## src/rtl/nto_pkg.sv

```systemverilog
package nto_pkg;
   typedef enum logic [2:0] {
      K_IDLE = 3'd0,
      K_PASS = 3'd1,
      K_TRAP = 3'd2,
      K_OVL  = 3'd3,
      K_DROP = 3'd4
   } acc_kind_e;

   localparam int unsigned IDX_TRAP = 0;
   localparam int unsigned IDX_OVC  = 1;
   localparam int unsigned IDX_OVW  = 2;
   localparam int unsigned SPARE_BIT = 16;
endpackage

```

## src/rtl/nto_cfg_regs.sv

```systemverilog
module nto_cfg_regs
   import nto_pkg::*;
#(
   parameter int unsigned DATA_W = 32
) (
   input  logic              clk,
   input  logic              rst_n,
   input  logic              we,
   input  logic [1:0]        idx,
   input  logic [DATA_W-1:0] wdata,
   output logic [DATA_W-1:0] rdata,
   output logic              trap_en,
   output logic              ov_en,
   output logic [DATA_W-1:0] ov_word
);
   logic trap_bit_q, spare_q, ov_en_q;
   logic [DATA_W-1:0] ov_word_q;

   always_ff @(posedge clk) begin
      if (!rst_n) begin
         trap_bit_q <= 1'b0;
         spare_q    <= 1'b1;
         ov_en_q    <= 1'b0;
         ov_word_q  <= '0;
      end else if (we) begin
         case (idx)
            2'(IDX_TRAP): begin
               trap_bit_q <= wdata[0];
               spare_q    <= wdata[SPARE_BIT];
            end
            2'(IDX_OVC): ov_en_q   <= wdata[0];
            2'(IDX_OVW): ov_word_q <= wdata;
            default: ;
         endcase
      end
   end

   always_comb begin
      rdata = '0;
      case (idx)
         2'(IDX_TRAP): begin
            rdata[0]         = trap_bit_q;
            rdata[SPARE_BIT] = spare_q;
         end
         2'(IDX_OVC): rdata[0] = ov_en_q;
         2'(IDX_OVW): rdata = ov_word_q;
         default: rdata = '0;
      endcase
   end

   assign trap_en = trap_bit_q;
   assign ov_en   = ov_en_q;
   assign ov_word = ov_word_q;
endmodule

```

## src/rtl/nto_decode.sv

```systemverilog
module nto_decode
   import nto_pkg::*;
#(
   parameter int unsigned ADDR_W    = 32,
   parameter int unsigned TRAP_LOG2 = 12,
   parameter int unsigned ROM_LOG2  = 16,
   parameter logic [ADDR_W-1:0] ROM_BASE = 32'hFFFF_0000,
   parameter bit LOW_ALIAS = 1'b1
) (
   input  logic                        valid,
   input  logic                        write,
   input  logic                        fetch,
   input  logic [ADDR_W-TRAP_LOG2-1:0] addr_hi,
   input  logic                        trap_en,
   input  logic                        ov_en,
   output acc_kind_e                   kind
);
   localparam int unsigned HI_W  = ADDR_W - TRAP_LOG2;
   localparam int unsigned ROM_SH = ROM_LOG2 - TRAP_LOG2;
   localparam logic [ADDR_W-ROM_LOG2-1:0] ROM_TAG = ROM_BASE[ADDR_W-1:ROM_LOG2];

   logic null_hit, rom_hi_hit, rom_lo_hit, rom_hit, data_acc;

   assign null_hit   = (addr_hi == {HI_W{1'b0}});
   assign rom_hi_hit = (addr_hi[HI_W-1:ROM_SH] == ROM_TAG);

   generate
      if (LOW_ALIAS) begin : g_alias
         assign rom_lo_hit = (addr_hi[HI_W-1:ROM_SH] == '0);
      end else begin : g_no_alias
         assign rom_lo_hit = 1'b0;
      end
   endgenerate

   assign rom_hit  = rom_hi_hit | rom_lo_hit;
   assign data_acc = valid & ~fetch;

   always_comb begin
      if (!valid)                          kind = K_IDLE;
      else if (data_acc && trap_en && null_hit) kind = K_TRAP;
      else if (data_acc && write && rom_hit)    kind = K_DROP;
      else if (data_acc && !write && ov_en && rom_hit) kind = K_OVL;
      else                                 kind = K_PASS;
   end
endmodule

```

## src/rtl/nto_resp.sv

```systemverilog
module nto_resp
   import nto_pkg::*;
#(
   parameter int unsigned DATA_W = 32
) (
   input  logic              clk,
   input  logic              rst_n,
   input  acc_kind_e         kind,
   input  logic [DATA_W-1:0] ov_word,
   input  logic              dn_rsp_valid,
   input  logic              dn_rsp_err,
   input  logic [DATA_W-1:0] dn_rsp_rdata,
   output logic              rsp_valid,
   output logic              rsp_err,
   output logic [DATA_W-1:0] rsp_rdata,
   output logic              trap_pulse
);
   acc_kind_e kind_q;

   always_ff @(posedge clk) begin
      if (!rst_n) kind_q <= K_IDLE;
      else        kind_q <= kind;
   end

   always_comb begin
      rsp_valid = 1'b0;
      rsp_err   = 1'b0;
      rsp_rdata = '0;
      case (kind_q)
         K_TRAP: begin
            rsp_valid = 1'b1;
            rsp_err   = 1'b1;
         end
         K_OVL: begin
            rsp_valid = 1'b1;
            rsp_rdata = ov_word;
         end
         K_DROP: rsp_valid = 1'b1;
         default: begin
            rsp_valid = dn_rsp_valid;
            rsp_err   = dn_rsp_err;
            rsp_rdata = dn_rsp_rdata;
         end
      endcase
   end

   assign trap_pulse = (kind_q == K_TRAP);
endmodule

```

## src/rtl/null_trap_overlay.sv

```systemverilog
module null_trap_overlay
   import nto_pkg::*;
#(
   parameter int unsigned ADDR_W    = 32,
   parameter int unsigned DATA_W    = 32,
   parameter int unsigned TRAP_LOG2 = 12,
   parameter int unsigned ROM_LOG2  = 16,
   parameter logic [ADDR_W-1:0] ROM_BASE = 32'hFFFF_0000,
   parameter bit LOW_ALIAS = 1'b1
) (
   input  logic              clk,
   input  logic              rst_n,
   input  logic              cfg_we,
   input  logic [1:0]        cfg_idx,
   input  logic [DATA_W-1:0] cfg_wdata,
   output logic [DATA_W-1:0] cfg_rdata,
   input  logic              req_valid,
   input  logic              req_write,
   input  logic              req_fetch,
   input  logic [ADDR_W-1:0] req_addr,
   input  logic [DATA_W-1:0] req_wdata,
   output logic              dn_valid,
   output logic              dn_write,
   output logic [ADDR_W-1:0] dn_addr,
   output logic [DATA_W-1:0] dn_wdata,
   input  logic              dn_rsp_valid,
   input  logic              dn_rsp_err,
   input  logic [DATA_W-1:0] dn_rsp_rdata,
   output logic              rsp_valid,
   output logic              rsp_err,
   output logic [DATA_W-1:0] rsp_rdata,
   output logic              trap_pulse
);
   localparam logic [ADDR_W-1:0] ROM_MASK = (ADDR_W)'((64'd1 << ROM_LOG2) - 64'd1);

   generate
      if (DATA_W <= SPARE_BIT) begin : g_bad_dw
         $error("DATA_W must hold the spare trap-control bit");
      end
      if (TRAP_LOG2 >= ROM_LOG2 || ROM_LOG2 >= ADDR_W) begin : g_bad_rng
         $error("trap range must be smaller than ROM region, ROM region smaller than space");
      end
      if ((ROM_BASE & ROM_MASK) != '0) begin : g_bad_base
         $error("ROM_BASE must be aligned to the region size");
      end
   endgenerate

   logic              trap_en, ov_en;
   logic [DATA_W-1:0] ov_word;
   acc_kind_e         kind;

   nto_cfg_regs #(.DATA_W(DATA_W)) u_regs (
      .clk(clk), .rst_n(rst_n), .we(cfg_we), .idx(cfg_idx), .wdata(cfg_wdata),
      .rdata(cfg_rdata), .trap_en(trap_en), .ov_en(ov_en), .ov_word(ov_word)
   );

   nto_decode #(
      .ADDR_W(ADDR_W), .TRAP_LOG2(TRAP_LOG2), .ROM_LOG2(ROM_LOG2),
      .ROM_BASE(ROM_BASE), .LOW_ALIAS(LOW_ALIAS)
   ) u_dec (
      .valid(req_valid), .write(req_write), .fetch(req_fetch),
      .addr_hi(req_addr[ADDR_W-1:TRAP_LOG2]), .trap_en(trap_en), .ov_en(ov_en),
      .kind(kind)
   );

   nto_resp #(.DATA_W(DATA_W)) u_rsp (
      .clk(clk), .rst_n(rst_n), .kind(kind), .ov_word(ov_word),
      .dn_rsp_valid(dn_rsp_valid), .dn_rsp_err(dn_rsp_err), .dn_rsp_rdata(dn_rsp_rdata),
      .rsp_valid(rsp_valid), .rsp_err(rsp_err), .rsp_rdata(rsp_rdata),
      .trap_pulse(trap_pulse)
   );

   assign dn_valid = (kind == K_PASS);
   assign dn_write = req_write;
   assign dn_addr  = req_addr;
   assign dn_wdata = req_wdata;
endmodule

```

## config.mk

```make
export PLATFORM = sky130hd
export DESIGN_NAME = null_trap_overlay
export DESIGN_NICKNAME = d
export VERILOG_FILES = /design/src/rtl/nto_pkg.sv /design/src/rtl/nto_cfg_regs.sv /design/src/rtl/nto_decode.sv /design/src/rtl/nto_resp.sv /design/src/rtl/null_trap_overlay.sv
export SDC_FILE = /design/constraint.sdc
export NUM_CORES = 1
export LEC_CHECK = 0
export ABC_AREA = 1
export BUFFER_PORTS_ARGS = -buffer_cell sky130_fd_sc_hd__buf_4
export CAP_MARGIN = 20
export CORE_AREA = 3 3 104 106
export CTS_CLUSTER_DIAMETER = 100
export DETAILED_ROUTE_END_ITERATION = 7
export DIE_AREA = 0 0 107 109
export PLACE_DENSITY = 0.63
export RECOVER_POWER = 25
export SETUP_SLACK_MARGIN = 0.4
export SYNTH_ARGS = -nofsm -noshare
export SYNTH_HDL_FRONTEND = slang
export SYNTH_SLANG_ARGS = --single-unit
```

## constraint.sdc

```tcl
create_clock -name clk -period 1 [get_ports clk]
set_input_delay 0.1 -clock clk [delete_from_list [all_inputs] [get_ports clk]]
set_output_delay 0.1 -clock clk [all_outputs]
set_load 0.005 [all_outputs]
```

==> results_dict.tcl <==
set metrics [dict create \
    period_needed_ns 1.46 \
    use_met2_pct 28.5 \
    worst_ep_arrival_time_ns 1.36 \
    layout_common_cells "buf_4 (176), nand2_1 (58), buf_6 (41), dfxtp_2 (36), nor2_4 (32)" \
    power.leakage_nw 2.27 \
    synth_top_area_share_pct 28.9 \
    start_util_pct 26.7 \
    slew_headroom_pct 79.9 \
    cts.sinks 38 \
    ys_ff_latch 38 \
    period_share_pct 146 \
    diodes 0 \
    drive_gt1_share_pct 72.9 \
    crit_type "register to output pin" \
    setup_tns_ns -15.50 \
    synthTopCellsByArea "dfxtp_1 (29%), buf_4 (19%), nand2_1 (8.7%), nor2_1 (7.1%), a21oi_1 (6.7%)" \
    hold_path.class "primary input to register" \
    syn_area_um2 2630 \
    die_area_um2 11700 \
    use_met1_pct 15.4 \
    final_common_cell "buf_4" \
    critPathCaptureType "output pin" \
    violations "negative setup slack" \
    rows 36 \
    hold_viol 0 \
    r2r_start "u_regs.trap_en$_SDFFE_PN0P_" \
    die_w_um 107 \
    worstMarginPinSlew_ns 0.299 \
    wl_per_cell_um 14.8 \
    setup_viol 41 \
    powerDensity_nw_per_um2 860 \
    cp_slowest_cell "dfxtp_2" \
    crit_path_max_incr_delay_ns 0.34 \
    max-cap-violations 0 \
    grt_pass1_vias 2946 \
    clkLatencyLatePin_ns 0.28 \
    ys_seq_area_share_pct 28.9 \
    top_level_ports 271 \
    track_usage_pct 14.4 \
    root_buffer "clkbuf_8" \
    pre_cts_ws_ns -0.264 \
    drt_iter0_drc 139 \
    grt-ovfl-total 0 \
    tritoncts "done" \
    post_dp_cell_area_um2 4000 \
    die_y_um 109 \
    ys_warn_count 0 \
    final.setup.worst_slack_ns -0.461 \
    final_max_slew_viol_count 0 \
    place.gp.congestion 0.748 \
    route.detailed.drc 0 \
    synth.distinct_cells 21 \
    cts-buffers-inserted 5 \
    nFillCells 939 \
    ir_worst_vdd_v 0.000772 \
    synth_top_area_cell "dfxtp_1" \
    io_buffers 182 \
    startpoint "u_rsp.kind_q[1]$_SDFF_PN0_" \
    syn_to_final_growth_pct 90.6 \
    finalWirelength_mm 10.3 \
    start_kind "register" \
    grt_max_degree 38 \
    grt-busiest-layer "met2" \
    drt_first_pass_iters 4 \
    skew_ns 0.000586 \
    max_freq_mhz 684 \
    stdcell_area_um2 5020 \
    hold_start "cfg_wdata[18]" \
    cts_buffer_depth 2 \
    viasPerCell 4.47 \
    nNetsFinal 697 \
    synth_area_per_cell_um2 6.55 \
    coreArea_um2 9860 \
    clk_pin_slew_worst_paths_ns 0.08 \
    htree_levels 2 \
    worstPathCellList "nor3_2, inv_1, nand2_4, inv_8, nand2_1, o21ai_0, buf_4" \
    status "complete, but fails checks" \
    grt_pass1_wl_mm 13.6 \
    path_max_fanout 33 \
    drtAntennaViolNets 0 \
    dp.final_hpwl_mm 6.80 \
    grt_antenna_before_repair 0 \
    synth.net_count 540 \
    vias 3101 \
    use_met3_pct 2.78 \
    required_ns 0.90 \
    rsz0062_at_grt "true" \
    synth_cells 402 \
]
==> critical path: cells and delay by family (launching register included) <==
| family | cells | cell delay (ns) |
|---|---|---|
| buf+inv | 3 | 0.32 |
| compound gates | 1 | 0.09 |
| flops | 1 | 0.34 |
| simple gates | 3 | 0.32 |
==> worst paths after layout <==
kind,end,slack [ns],depth (start not counted)
setup / recovery,rsp_rdata[22],-0.46,7
hold / removal,u_regs.ov_word[18]$_SDFFE_PN0P_,0.07,3
setup reg to reg,u_rsp.kind_q[0]$_SDFF_PN0_,-0.24,10
hold reg to reg,u_regs.ov_en$_SDFFE_PN0P_,0.46,2
==> power by group <==
part | internal, mW | total (mW) | leakage [nW] | switching (mW)
registers | 1.60 | 1.64 | 0.326 | 0.0424
clock network | 0.734 | 1.28 | 0.0579 | 0.542
logic | 0.777 | 1.39 | 1.88 | 0.616
total | 3.11 | 4.31 | 2.27 | 1.20
==> layer usage <==
metal  share of wire [%]  up-vias
li1                    -     1527
met1                  39     1448
met2                  55      106
met3                 5.2       20
met4                 1.4        0
met5                   0        -
==> flip-flops by register name (all words and copies together), names as in the netlist <==
signal,count
u_regs.ov_word,32
u_rsp.kind_q,3
u_regs.ov_en,1
u_regs.spare_q,1
u_regs.trap_en,1
==> synthesized netlist by cell type (all sizes together) <==
cell type,count
clkbuf,4
nor2,52
nand3,8
inv,49
o211ai,1
dfxtp,38
buf,80
o21ai,68
a21oi,35
nor3,2
nand4,1
nand2,63
or2,1
==> stage by stage <==
stage / util, % / std cells / hold WS [ns] / total power [mW]
2_1_floorplan: - / 402 / 0.212 / 2.30
4_1_cts: 46.1 / 681 / 0.0651 / 4.18
3_3_place_gp: 40.5 / 653 / 0.200 / 2.70
3_5_place_dp: 40.5 / 653 / 0.200 / 2.72
5_1_grt: 50.9 / 693 / 0.0685 / 4.56
6_report: 50.9 / 693 / 0.0672 / 4.31
==> cells by family (layout without fill, tap and decap cells) <==
family,count (synthesis),after routing,synth area share [%]
flops,38,38,28.9
buf+inv,133,290,31.2
compound gates,104,104,20.6
simple gates,127,128,19.3
==> area by class of cell <==
type                    instances  area [µm²]  area share [%]
repair buffers                233        2140            42.7
multi-input cells             232        1560            31.1
flip-flops and latches         38         806            16.1
well taps                     133         166            3.32
clock inverters                 3        40.0           0.798
inverters                      49         236            4.71
clock buffers                   5        68.8            1.37
==> repair_timing <==
action,in CTS,in global routing
setup endpoints to repair,104,106
hold buffers,0,0
cloned,2,8
pin swaps,34,6
gates resized for setup,125,71
setup buffers,18,4
Note: power is estimated with default switching activity, not from simulation.
